===== src/rtl/cfgalias_pkg.sv =====
package cfgalias_pkg;

    localparam int DATA_W   = 8;
    localparam int LINK_BIT = 2;
    localparam int ALE_BIT  = 4;
    localparam int BERR_BIT = 5;

    typedef enum logic [1:0] {
        MEDIA_TWISTED = 2'b00,
        MEDIA_THIN    = 2'b01,
        MEDIA_THICK   = 2'b10,
        MEDIA_AUTO    = 2'b11
    } media_e;

    typedef struct packed {
        media_e media;
        logic   ale_mode;
        logic   bus_err;
    } cfg_s;

    typedef struct packed {
        logic rd_hit;
        logic cfg_we;
        logic bcnt_we;
    } acc_s;

    function automatic logic [DATA_W-1:0] pack_status(cfg_s c, logic link);
        logic [DATA_W-1:0] b;
        b           = '0;
        b[1:0]      = c.media;
        b[LINK_BIT] = link;
        b[ALE_BIT]  = c.ale_mode;
        b[BERR_BIT] = c.bus_err;
        return b;
    endfunction

    function automatic logic coax_for(media_e m, logic detected);
        logic r;
        unique case (m)
            MEDIA_THIN:  r = 1'b1;
            MEDIA_AUTO:  r = detected;
            default:     r = 1'b0;
        endcase
        return r;
    endfunction

endpackage


===== src/rtl/cfgalias_decode.sv =====
module cfgalias_decode
    import cfgalias_pkg::*;
#(
    parameter int ADDR_W   = 4,
    parameter int PAGE_W   = 2,
    parameter int REG_OFF  = 11,
    parameter int REG_PAGE = 0
) (
    input  logic              clk,
    input  logic              rst,
    input  logic [ADDR_W-1:0] addr,
    input  logic [PAGE_W-1:0] page,
    input  logic              rd,
    input  logic              wr,
    output acc_s              acc,
    output logic              unlock_q
);
    localparam logic [ADDR_W-1:0] OFF_V  = ADDR_W'(REG_OFF);
    localparam logic [PAGE_W-1:0] PAGE_V = PAGE_W'(REG_PAGE);

    logic sel;
    assign sel = (addr == OFF_V) && (page == PAGE_V);

    always_comb begin
        acc.rd_hit  = rd && sel;
        acc.cfg_we  = wr && sel && unlock_q;
        acc.bcnt_we = wr && sel && !unlock_q;
    end

    always_ff @(posedge clk) begin
        if (rst) begin
            unlock_q <= 1'b0;
        end else if (rd && sel) begin
            unlock_q <= 1'b1;
        end else if (rd || wr) begin
            unlock_q <= 1'b0;
        end
    end
endmodule


===== src/rtl/cfgalias_store.sv =====
module cfgalias_store
    import cfgalias_pkg::*;
(
    input  logic       clk,
    input  logic       rst,
    input  logic       cfg_we,
    input  logic [1:0] wr_media,
    input  logic       wr_ale,
    input  logic       rd_hit,
    input  logic       err_evt,
    output cfg_s       cfg_q
);
    always_ff @(posedge clk) begin
        if (rst) begin
            cfg_q <= '0;
        end else begin
            if (cfg_we) begin
                cfg_q.media    <= media_e'(wr_media);
                cfg_q.ale_mode <= wr_ale;
            end
            if (err_evt) begin
                cfg_q.bus_err <= 1'b1;
            end else if (rd_hit) begin
                cfg_q.bus_err <= 1'b0;
            end
        end
    end
endmodule


===== src/rtl/cfgalias_media.sv =====
module cfgalias_media
    import cfgalias_pkg::*;
(
    input  media_e media,
    input  logic   detected,
    output logic   coax_en
);
    assign coax_en = coax_for(media, detected);
endmodule


===== src/rtl/cfgalias_reg.sv =====
module cfgalias_reg
    import cfgalias_pkg::*;
#(
    parameter int ADDR_W   = 4,
    parameter int PAGE_W   = 2,
    parameter int REG_OFF  = 11,
    parameter int REG_PAGE = 0
) (
    input  logic              clk,
    input  logic              rst,
    input  logic [ADDR_W-1:0] bus_addr,
    input  logic [PAGE_W-1:0] bus_page,
    input  logic              bus_rd,
    input  logic              bus_wr,
    input  logic [DATA_W-1:0] bus_wdata,
    input  logic              link_ok,
    input  logic              media_is_coax,
    input  logic              bus_err_evt,
    output logic [DATA_W-1:0] cfg_rdata,
    output logic              bcnt_hi_wr,
    output logic              coax_en,
    output logic              ready_after_ale
);
    acc_s acc;
    logic unlock_q;
    cfg_s cfg_q;
    logic unused_wdata;

    assign unused_wdata = ^{bus_wdata[7:5], bus_wdata[3:2]};

    cfgalias_decode #(
        .ADDR_W  (ADDR_W),
        .PAGE_W  (PAGE_W),
        .REG_OFF (REG_OFF),
        .REG_PAGE(REG_PAGE)
    ) u_decode (
        .clk     (clk),
        .rst     (rst),
        .addr    (bus_addr),
        .page    (bus_page),
        .rd      (bus_rd),
        .wr      (bus_wr),
        .acc     (acc),
        .unlock_q(unlock_q)
    );

    cfgalias_store u_store (
        .clk     (clk),
        .rst     (rst),
        .cfg_we  (acc.cfg_we),
        .wr_media(bus_wdata[1:0]),
        .wr_ale  (bus_wdata[ALE_BIT]),
        .rd_hit  (acc.rd_hit),
        .err_evt (bus_err_evt),
        .cfg_q   (cfg_q)
    );

    cfgalias_media u_media (
        .media   (cfg_q.media),
        .detected(media_is_coax),
        .coax_en (coax_en)
    );

    assign cfg_rdata       = acc.rd_hit ? pack_status(cfg_q, link_ok) : '0;
    assign bcnt_hi_wr      = acc.bcnt_we;
    assign ready_after_ale = cfg_q.ale_mode;
endmodule


===== config.mk =====
export PLATFORM = sky130hd
export DESIGN_NAME = cfgalias_reg
export DESIGN_NICKNAME = d
export VERILOG_FILES = /design/src/rtl/cfgalias_pkg.sv /design/src/rtl/cfgalias_decode.sv /design/src/rtl/cfgalias_store.sv /design/src/rtl/cfgalias_media.sv /design/src/rtl/cfgalias_reg.sv
export SDC_FILE = /design/constraint.sdc
export NUM_CORES = 1
export LEC_CHECK = 0
export BUFFER_PORTS_ARGS = -buffer_cell sky130_fd_sc_hd__buf_2
export CAP_MARGIN = 20
export CORE_AREA = 5 5 42 44
export CTS_CLUSTER_SIZE = 20
export DETAILED_ROUTE_END_ITERATION = 8
export DIE_AREA = 0 0 47 49
export PLACE_DENSITY = 0.71
export SYNTH_ARGS = -nofsm -noshare
export SYNTH_HDL_FRONTEND = slang
export SYNTH_SLANG_ARGS = --single-unit

===== constraint.sdc =====
create_clock -name clk -period 1.1 [get_ports clk]
set_input_delay 0.22 -clock clk [delete_from_list [all_inputs] [get_ports clk]]
set_output_delay 0.22 -clock clk [all_outputs]
set_load 0.005 [all_outputs]

==> summary.txt, run 1 <==
Global route
  • Initial antenna violation count: 0
  • Pin count of the biggest net entering global routing: 9
  • Wire length of the first global-routing pass: 1420 um
  • Vias in the first global route: around 370
  • Grt ovf: 0
  • Overall routing resource usage: 8.68%

Clocking
  • Htree depth: 1
  • Clk Latency, worst-skew pair: about 0.24 ns
  • Max clock buf depth: 2
  • CTS Buf Count: 3
  • Worst-path clk slew: around 0.040 ns
  • CTS tree: done
  • Cts hold-fix bufs: 0
  • Root buf cell: clkbuf_4
  • Clock Sinks: 5

Hold path
  • Min-Delay Path Class: in -> reg

Setup path
  • Reg2reg start: u_decode.unlock_q
  • Reg2reg end: u_store.cfg_q[2]
  • Crit Path Max Fanout: 6
  • CP endpoint: cfg_rdata[0]
  • Worst setup startpoint: bus_addr[2]
  • CP Capture Type: primary output
  • Worst R2R Setup Slack: 0.10 ns
  • Worst EP arrival: 0.99 ns
  • Worst R2R Path Depth: 3
  • Critical path class: in -> out
  • Critical Path Start Type: input pin
  • Worst EP required: a little under 0.9 ns

Synthesis
  • Post-synth cell types: 16
  • Synth warn: 0
  • Area leader, netlist: dfxtp_1
  • #FFs+latches synth: 5
  • Synth top area share: 28.8%
  • Sequential area share after synthesis: 28.8%
  • Post-Syn Area per Cell: slightly below 10 um^2
  • Gate Count Post-Synth: 36
  • Top post-synthesis cells by area: dfxtp_1 (29%), nand2b_1 (13%), and2_1 (9.0%), mux2i_1 (8.6%), nand4b_4 (6.8%)
  • Post-Syn Area: between 300 and 400 um^2

Pwr
  • PwrDens: 846 mW/mm^2
  • Leak: 0.286 nW
  • VDD IR max: roughly 0.00086 V

Die
  • Die height: 49 um
  • Core Area: 0.00140 mm^2
  • Die area: ~0.0023 mm^2
  • Row cnt: 14
  • Io pins: 32
  • Die W: 47 um
  • Starting Density: between 20 and 25%

Timing
  • Fin crit share: 110%
  • Final setup violation count: 9
  • Crit path time final: 1.21 ns
  • Fin worst setup slack: -0.115 ns
  • Hold Violations, Final: 0
  • Layout Skew: 0.000942 ns
  • Worst hold slack: 0.209 ns
  • Max Slew Vio Count: 0
  • RSZ-0062 raised after global routing: true
  • Post-Route Setup TNS: -0.750 ns
  • Fmax achieved: 823 MHz

Placed design
  • Hpwl dp: between 700 and 800 um
  • Number of port buffers: 23
  • RD Place Congestion: ~0.65

Routing
  • DRC: 0
  • Initial DRC count: 0
  • Vias/cell: 4.19
  • Routed length per placed instance: 10.2 um
  • Pre-antenna DRT Iters: 1
  • Routed Wire Length: approximately 860 um
  • Vias after detailed routing: 352
  • Routed Antenna Nets: 0

Layout
  • Ratio of cells with drive above 1 in the final layout: around three fifths
  • Commonest non-fill, non-tap cells in the layout: buf_2 (22), nand2b_1 (7), buf_4 (6)
  • Area Overhead vs Synth: 61.2%
  • Post-layout net count: 90
  • ANT cells: 0
  • Most common cell after layout, fill and taps aside: buf_2

Job
  • Number of max-cap violations: 0

Outcome
  • Status: finished, violations left
  • Violated checks: negative setup slack
[layout make-up]
class | instances | area [um^2]
inverters | 3 | 11.3
multi-input cells | 27 | 234
repair buffers | 29 | 166
clock buffers | 4 | 26.3
well taps | 16 | 20.0
flip-flops and latches | 5 | 103
fillers | 151 | 841
[synthesized netlist by cell type]
library cell,number
inv_1,3
conb_1,1
nor4_2,1
o41ai_1,1
nor4b_4,1
a21boi_0,1
nand2b_1,7
a21oi_1,1
nand4b_4,1
nor3b_1,1
o21ba_2,1
buf_4,3
and2_1,5
dfxtp_1,5
nor4_1,1
mux2i_1,3
[worst min-delay path by stage]
stage | from | endpoint | slack, ns | cells after the start
6_report | bus_err_evt | u_store.cfg_q[0] | 0.21 | 3
5_1_grt | rst | u_store.cfg_q[0] | 0.22 | 2
4_1_cts | bus_err_evt | u_store.cfg_q[0] | 0.21 | 3
3_5_place_dp | u_store.cfg_q[0] | u_store.cfg_q[0] | 0.45 | 2
3_3_place_gp | u_store.cfg_q[0] | u_store.cfg_q[0] | 0.45 | 2
2_1_floorplan | rst | u_store.cfg_q[0] | 0.29 | 1
[cells by family (layout without fill, tap and decap cells)]
group                  Yosys count  count (layout)  synth area share, %
other                            1               3                 1.08
flip-flops                       5               5                 28.8
buffers and inverters            6              36                 9.71
multiplexers                     3               3                 8.63
AO/OA/AOI/OAI                    4               4                 8.99
AND/OR/NAND/NOR                 17              17                 42.8
[routing by layer]
layer / vias up / GRT usage (%) / share of wire (%)
met1: 154 / 7.96 / 32
met5: - / 0 / 0
met4: 0 / 1.38 / 0
met2: 18 / 14.7 / 52
met3: 0 / 7.01 / 17
li1: 180 / - / -
[worst max-delay path: stages]
cell and delay (ns):
buf_6 0.09, nand4b_4 0.16, nor4_2 0.13, buf_4 0.17, and2_4 0.13, buf_2 0.10
[stage by stage]
stage	total power, mW	area [um^2]	std cells	worst slack [ns]	util, %
6_report	0.474	561	84	-0.115	40.0
3_3_place_gp	0.253	490	77	-0.189	35.0
3_5_place_dp	0.256	490	77	-0.193	35.0
5_1_grt	0.516	561	84	-0.177	40.0
2_1_floorplan	0.219	355	38	0.0258	-
4_1_cts	0.485	553	84	-0.124	39.5
[power by group]
part	switching (mW)	leakage (nW)	internal [mW]	total, mW
sequential	0.000999	0.0416	0.185	0.186
combinational	0.0319	0.230	0.0409	0.0728
clock	0.0782	0.0150	0.137	0.216
[flip-flops by register name, summed over array words and instances (netlist names)]
register,flops
u_store.cfg_q,4
u_decode.unlock_q,1
[repair_timing]
action	in CTS	in global routing
setup endpoints to repair	7	10
buffers inserted	3	0
pin swaps	1	1
resized for setup	4	3
No activity file was read; power rests on OpenSTA's default activity.
==> run 2, diff against run 1 <==
--- a/config.mk
+++ b/config.mk
@@ -5,13 +5,14 @@
 export SDC_FILE = /design/constraint.sdc
 export NUM_CORES = 1
 export LEC_CHECK = 0
+export ABC_AREA = 1
 export BUFFER_PORTS_ARGS = -buffer_cell sky130_fd_sc_hd__buf_2
 export CAP_MARGIN = 20
 export CORE_AREA = 5 5 42 44
 export CTS_CLUSTER_SIZE = 20
 export DETAILED_ROUTE_END_ITERATION = 8
 export DIE_AREA = 0 0 47 49
-export PLACE_DENSITY = 0.71
+export PLACE_DENSITY = 0.69
 export SYNTH_ARGS = -nofsm -noshare
 export SYNTH_HDL_FRONTEND = slang
 export SYNTH_SLANG_ARGS = --single-unit
==> run 2 against run 1 <==
  * The run still ends with negative setup slack left
  * Via count rose by 7.7%
  * Largest cell class unchanged
  * Area after synthesis fell by 8.3%
  * Combinational power fell by 4.4%
  * Core utilization fell by 1.5 points
  * Clock-buffer cell count did not move
  * Sequential share of layout area rose by 0.49 points
  * Wire length rose by 6.2%
  * Register-to-register slack improved by 0.18 ns
  * Global-route usage fell by 0.72 points
==> summary.txt, run 2 <==
Outcome
  • Status: finished, violations left
  • Violated checks: negative setup slack

Timing
  • Fin crit share: 103% (-7.8 points)
  • Crit path time final: 1.13 ns (-0.0859 ns)
  • Max Slew Vio Count: 0 (unchanged)
  • Fin worst setup slack: -0.0288 ns (+0.0859 ns)
  • Layout Skew: 0.00552 ns (+0.00457 ns)
  • Hold Violations, Final: 0 (unchanged)
  • RSZ-0062 raised after global routing: true
  • Fmax achieved: 886 MHz (+7.6%)
  • Final setup violation count: 1 (-8)
  • Worst hold slack: 0.157 ns (-0.0521 ns)

Clocking
  • Htree depth: 1 (unchanged)
  • Cts hold-fix bufs: 0 (unchanged)
  • Clock Sinks: 5 (unchanged)
  • CTS Buf Count: 3 (unchanged)
  • Root buf cell: clkbuf_4
  • Worst-path clk slew: 0.05 ns (about the same)
  • Max clock buf depth: 2 (unchanged)
  • CTS tree: done
  • Clk Latency, worst-skew pair: 0.24 ns (about the same)

Setup path
  • Crit path cell chain: buf_6 > inv_2 > nand2_2 > nor2_4 > buf_6 > nand3_2 > nor2_1 > buf_2
  • Worst R2R Setup Slack: 0.28 ns (+0.18 ns)
  • CP delay by family, top: buffers and inverters
  • CP most frequent cell: buf_6
  • Critical path class: in -> out
  • Worst EP arrival: 0.91 ns (-0.08 ns)
  • Worst path slowest cell: nor2_4
  • WP depth: 8 (+2)
  • Worst EP required: 0.88 ns (about the same)
  • Crit Path Max Fanout: 2 (-4)
  • Reg2reg end: u_store.cfg_q[2]
  • Reg2reg start: u_decode.unlock_q
  • Critical Path Start Type: input pin
  • CP Capture Type: primary output
  • Crit path largest cell delay: 0.12 ns (-0.05 ns)
  • Worst R2R Path Depth: 3 (unchanged)
  • Worst path buffer plus inverter count: 4 (+1)

Routing
  • Routed Wire Length: 913 um (+6.2%)
  • Vias/cell: 3.99 (-4.8%)
  • Vias after detailed routing: 379 (+7.7%)
  • Routed length per placed instance: 9.61 um (-6.1%)
  • Initial DRC count: 1 (+1)
  • DRC: 0 (unchanged)
  • Routed Antenna Nets: 0 (unchanged)
  • Pre-antenna DRT Iters: 2 (+1)

Global route
  • Vias in the first global route: 338 (-7.7%)
  • Wire length of the first global-routing pass: 1320 um (-7.3%)
  • Initial antenna violation count: 0 (unchanged)
  • Pin count of the biggest net entering global routing: 8 (-1)
  • Grt ovf: 0 (unchanged)
  • Overall routing resource usage: 7.96% (-0.72 points)

Placed design
  • Number of port buffers: 23 (unchanged)
  • Placement Setup Slack: -0.0677 ns (+0.126 ns)
  • RD Place Congestion: 0.712 (+9.8%)
  • Hpwl dp: 688 um (-2.4%)

Synthesis
  • Synth Flop Type: dfxtp_1
  • Most common cell in the synthesized netlist: nor2_1
  • Gate Count Post-Synth: 48 (+33%)
  • Top post-synthesis cells by area: dfxtp_1 (31%), nor2_1 (19%), inv_1 (8.2%), nand2_1 (8.2%), buf_4 (7.1%)
  • Synth warn: 0 (unchanged)
  • Post-Syn Area per Cell: 6.65 um^2 (-31%)
  • Async SR Flop Fraction: 0% (unchanged)
  • Number of synthesized flops with an enable pin: 0 (unchanged)
  • #FFs+latches synth: 5 (unchanged)
  • Sequential area share after synthesis: 31.4% (+2.6 points)
  • Post-synth cell types: 14 (-2)
  • Post-Syn Area: 319 um^2 (-8.3%)
  • Top post-synthesis cells by count: nor2_1 (16), inv_1 (7), nand2_1 (7)
  • Area leader, netlist: dfxtp_1
  • Synth top area share: 31.4% (+2.6 points)

Pwr
  • PwrDens: 871 mW/mm^2 (+3.0%)
  • Leak: 0.299 nW (+4.5%)
  • VDD IR max: 0.000572 V (-33%)

Die
  • Die area: 0.00230 mm^2 (unchanged)
  • Die W: 47 um (unchanged)
  • Io pins: 32 (unchanged)
  • Core Area: 0.00140 mm^2 (unchanged)
  • Starting Density: 22.8% (-2.1 points)
  • Row cnt: 14 (unchanged)
  • Die height: 49 um (unchanged)

Layout
  • Biggest regs: u_store.cfg_q: 4 flops, u_decode.unlock_q: 1 flops
  • Max reg flops: 4 (unchanged)
  • Fillers: 167 (+11%)
  • Most common cell after layout, fill and taps aside: buf_2
  • Ratio of cells with drive above 1 in the final layout: 57.0% (-3.3 points)
  • Top reg by flops: u_store.cfg_q
  • Commonest non-fill, non-tap cells in the layout: buf_2 (22), nor2_1 (13), nand2_1 (7)
  • ANT cells: 0 (unchanged)
  • Post-layout net count: 101 (+12%)
  • Area Overhead vs Synth: 69.0%

Hold path
  • Worst Hold Launch: rst
  • Worst Hold Path Cells: 2 (-1)
  • Min-Delay Path Class: in -> reg
  • Hold EP: u_decode.unlock_q

Job
  • Number of max-cap violations: 0 (unchanged)
run 2: cell types whose count changed after synthesis, moves of 2 or more:
cell      delta
mux2i_1      -3
inv_1        +4
and2_1       -5
nand2b_1     -7
nand2_1      +7
nand2_2      +2
nor2_1      +16
run 2: cell type report:
class	count	area (um^2)	share of cell area, %
repair buffers	28	163	30.2
clock buffers	4	26.3	4.87
flip-flops and latches	5	101	18.8
well taps	16	20.0	3.71
inverters	7	26.3	4.87
multi-input cells	35	203	37.6
run 2: through the flow:
stage                     power [mW]  std cells  setup TNS, ns  area (um^2)  util [%]
after floorplan                0.218         50              0          327         -
after global placement         0.246         88         -0.180          454      32.4
after detailed placement       0.248         88         -0.300          454      32.4
after CTS                      0.479         94        -0.0298          526      37.5
after global routing           0.491         95         -0.256          539      38.5
final                          0.470         95        -0.0288          539      38.5
run 2: where the power goes:
group          switching [mW]  internal, mW
combinational          0.0344        0.0352
sequential            0.00184         0.185
clock                  0.0764         0.137
total                   0.113         0.357
run 2: how the worst max path moves through the flow:
stage                              end   startpoint  slack (ns)
after detailed placement  cfg_rdata[4]  bus_addr[2]       -0.07
after CTS                   bcnt_hi_wr  bus_addr[2]       -0.03
after global routing        bcnt_hi_wr  bus_addr[2]       -0.08
after global placement    cfg_rdata[4]  bus_addr[2]       -0.06
final                       bcnt_hi_wr  bus_addr[2]       -0.03
after floorplan           cfg_rdata[0]  bus_addr[2]        0.17
run 2: routing by layer:
| metal | share of wire (%) | vias to the layer above | global-route usage [%] |
|---|---|---|---|
| met4 | 0.66 | 0 | 2.76 |
| li1 | - | 199 | - |
| met2 | 48 | 22 | 13.8 |
| met3 | 17 | 2 | 5.17 |
| met1 | 33 | 156 | 7.03 |
| met5 | 0 | - | 0 |
run 2: repair_timing:
action | in CTS | in global routing
setup buffers | 2 | 1
gates resized for setup | 7 | 4
setup endpoints to repair | 6 | 7
pin swaps | 1 | 1
run 2: cells by family after synthesis:
| family | share of synthesized area, % |
|---|---|
| AND/OR/NAND/NOR | 47.8 |
| other | 1.18 |
| AO/OA/AOI/OAI | 4.31 |
| flip-flops | 31.4 |
| buffers and inverters | 15.3 |
==> run 3, diff against run 2 <==
--- a/config.mk
+++ b/config.mk
@@ -9,10 +9,11 @@
 export BUFFER_PORTS_ARGS = -buffer_cell sky130_fd_sc_hd__buf_2
 export CAP_MARGIN = 20
 export CORE_AREA = 5 5 42 44
+export CTS_BUF_LIST = sky130_fd_sc_hd__clkbuf_8
 export CTS_CLUSTER_SIZE = 20
 export DETAILED_ROUTE_END_ITERATION = 8
 export DIE_AREA = 0 0 47 49
-export PLACE_DENSITY = 0.69
+export PLACE_DENSITY = 0.67
 export SYNTH_ARGS = -nofsm -noshare
 export SYNTH_HDL_FRONTEND = slang
 export SYNTH_SLANG_ARGS = --single-unit
==> constraint.sdc (replaced) <==
create_clock -name clk -period 1.4 [get_ports clk]
set_input_delay 0.28 -clock clk [delete_from_list [all_inputs] [get_ports clk]]
set_output_delay 0.28 -clock clk [all_outputs]
set_load 0.005 [all_outputs]
==> run 3 against run 2 <==
  * The flow now finishes without violations
  * Clock-buffer cell count fell by 1
  * Core utilization fell by 2.8 points
  * Global-route usage fell by 0.065 points
  * Via count fell by 4.2%
  * Register-to-register slack improved by 0.30 ns
  * Clock skew fell by 0.0012 ns
  * Final cell count fell by 4.2%
  * Clock power rose by 26%
  * Die area did not move
  * Non-clock buffer count fell by 4
  * Power fell by 1.5%
  * Sequential cell count did not move
  * Critical endpoint unchanged
  * Largest cell class unchanged
==> summary.txt, run 3 (synthesized netlist as in run 2, its figures left out) <==
Clocking
  • Setup Buffers After CTS: 0 (-2)
  • CTS Buf Count: 3 (unchanged)
  • CTS tree: done
  • Post_cts resized: 0 (-7)
  • Max clock buf depth: 2 (unchanged)
  • Root buf cell: clkbuf_8
  • Clk Latency, worst-skew pair: 0.22 ns (-0.02 ns)
  • Worst-path clk slew: 0.04 ns (about the same)
  • Clock Sinks: 5 (unchanged)
  • Htree depth: 1 (unchanged)
  • Cts hold-fix bufs: 0 (unchanged)

Die
  • Die W: 47 um (unchanged)
  • Io pins: 32 (unchanged)
  • Die area: 0.00230 mm^2 (unchanged)
  • Starting Density: 22.8% (unchanged)
  • Core Area: 0.00140 mm^2 (unchanged)
  • Row cnt: 14 (unchanged)
  • Die height: 49 um (unchanged)

Placed design
  • Hpwl dp: 663 um (-3.6%)
  • Number of port buffers: 23 (unchanged)
  • RD Place Congestion: 0.604 (-15%)
  • Placed cell area: 447 um^2 (-1.7%)

Timing
  • Final setup violation count: 0 (-1)
  • Worst hold slack: 0.244 ns (+0.0867 ns)
  • Fin crit share: 93.2%
  • Crit path time final: 1.30 ns
  • Post-Route Setup TNS: 0 ns (+0.0288 ns)
  • Max Slew Vio Count: 0 (unchanged)
  • Hold Violations, Final: 0 (unchanged)
  • RSZ-0062 raised after global routing: false
  • Fmax achieved: 767 MHz
  • Layout Skew: 0.00428 ns (-0.00124 ns)

Layout
  • Finished Core Util: 35.7% (-2.8 points)
  • Post-layout net count: 97 (-4.0%)
  • Area Overhead vs Synth: 56.9%
  • Ratio of cells with drive above 1 in the final layout: 46.7% (-10 points)
  • Final instance area: 500 um^2 (-7.2%)
  • ANT cells: 0 (unchanged)
  • Top reg by flops: u_store.cfg_q
  • Max reg flops: 4 (unchanged)
  • Commonest non-fill, non-tap cells in the layout: buf_2 (23), nor2_1 (16), inv_1 (7), nand2_1 (7), dfxtp_1 (5)
  • Biggest regs: u_store.cfg_q: 4 flops, u_decode.unlock_q: 1 flops
  • Most common cell after layout, fill and taps aside: buf_2

Routing
  • Routed Wire Length: 878 um (-3.8%)
  • Vias/cell: 3.99 (about the same)
  • Initial DRC count: 1 (unchanged)
  • Pre-antenna DRT Iters: 2 (unchanged)
  • Vias after detailed routing: 363 (-4.2%)
  • Routed length per placed instance: 9.65 um (+0.39%)
  • Routed Antenna Nets: 0 (unchanged)
  • DRC: 0 (unchanged)

Global route
  • Grt met1 use: 8.15% (+1.1 points)
  • Wire length of the first global-routing pass: 1230 um (-6.8%)
  • Overall routing resource usage: 7.89% (-0.065 points)
  • Met2 Use GR: 11.1% (-2.7 points)
  • Vias in the first global route: 306 (-9.5%)
  • Met3 usage in global routing: 5.17% (unchanged)
  • Initial antenna violation count: 0 (unchanged)
  • GRT busiest layer: met2
  • Grt ovf: 0 (unchanged)
  • Pin count of the biggest net entering global routing: 8 (unchanged)

Setup path
  • Worst R2R Path Depth: 3 (unchanged)
  • Worst EP required: 1.12 ns (+0.24 ns)
  • CP Capture Type: primary output
  • Crit Path Max Fanout: 2 (unchanged)
  • Critical path class: in -> out
  • Worst EP arrival: 1.02 ns (+0.11 ns)
  • Critical Path Start Type: input pin

Pwr
  • VDD IR max: 0.000381 V (-33%)
  • Final Total Pwr: 0.462 mW (-1.5%)
  • Leak: 0.287 nW (-4.0%)
  • PwrDens: 924 mW/mm^2 (+6.1%)

Outcome
  • Status: finished, final reports clean

Hold path
  • Worst Hold Path Cells: 2 (unchanged)
  • Min-Delay Path Class: in -> reg

Job
  • Number of max-cap violations: 0 (unchanged)
## run 3: changes by cell type in the layout (fill, tap and decap cells not counted), sizes merged
| cell | change |
|---|---|
| clkbuf | -1 |
| buf | -4 |
| clkinv | +1 |
## run 3: path summary, 6_finish.rpt
path              slack (ns)                 to              start
hold reg to reg         0.49   u_store.cfg_q[0]   u_store.cfg_q[0]
setup reg to reg        0.58   u_store.cfg_q[3]  u_decode.unlock_q
hold / removal          0.24  u_decode.unlock_q                rst
setup / recovery         0.1         bcnt_hi_wr        bus_page[1]
## run 3: per-stage QoR
step / setup WS, ns / cells
after floorplan: 0.355 / 50
after global placement: 0.0741 / 87
after detailed placement: 0.0719 / 87
after CTS: 0.0572 / 91
after global routing: 0.0204 / 91
final: 0.0959 / 91
## run 3: power by group
| part | total, mW | internal [mW] | switching, mW |
|---|---|---|---|
| logic | 0.0466 | 0.0226 | 0.0241 |
| clock network | 0.269 | 0.192 | 0.0773 |
| registers | 0.147 | 0.145 | 0.00137 |
## run 3: layout make-up
cell class,instances,area [um^2]
fill,160,901
multi-input combinational,35,185
timing repair buffer,24,123
sequential,5,100
clock buffer,3,41.3
inverter,7,26.3
tap,16,20.0
clock inverter,1,5.00
## run 3: worst max-delay path, stage by stage
cell     delay [ns]
buf_2          0.10
nor2_2         0.17
buf_4          0.16
nand3_1        0.08
nor2_1         0.10
buf_2          0.12
## run 3: routing by layer
metal	routed length (um)	vias to the layer above
met5	0	-
met4	22	0
met3	171	4
met2	348	24
met1	336	146
li1	-	189
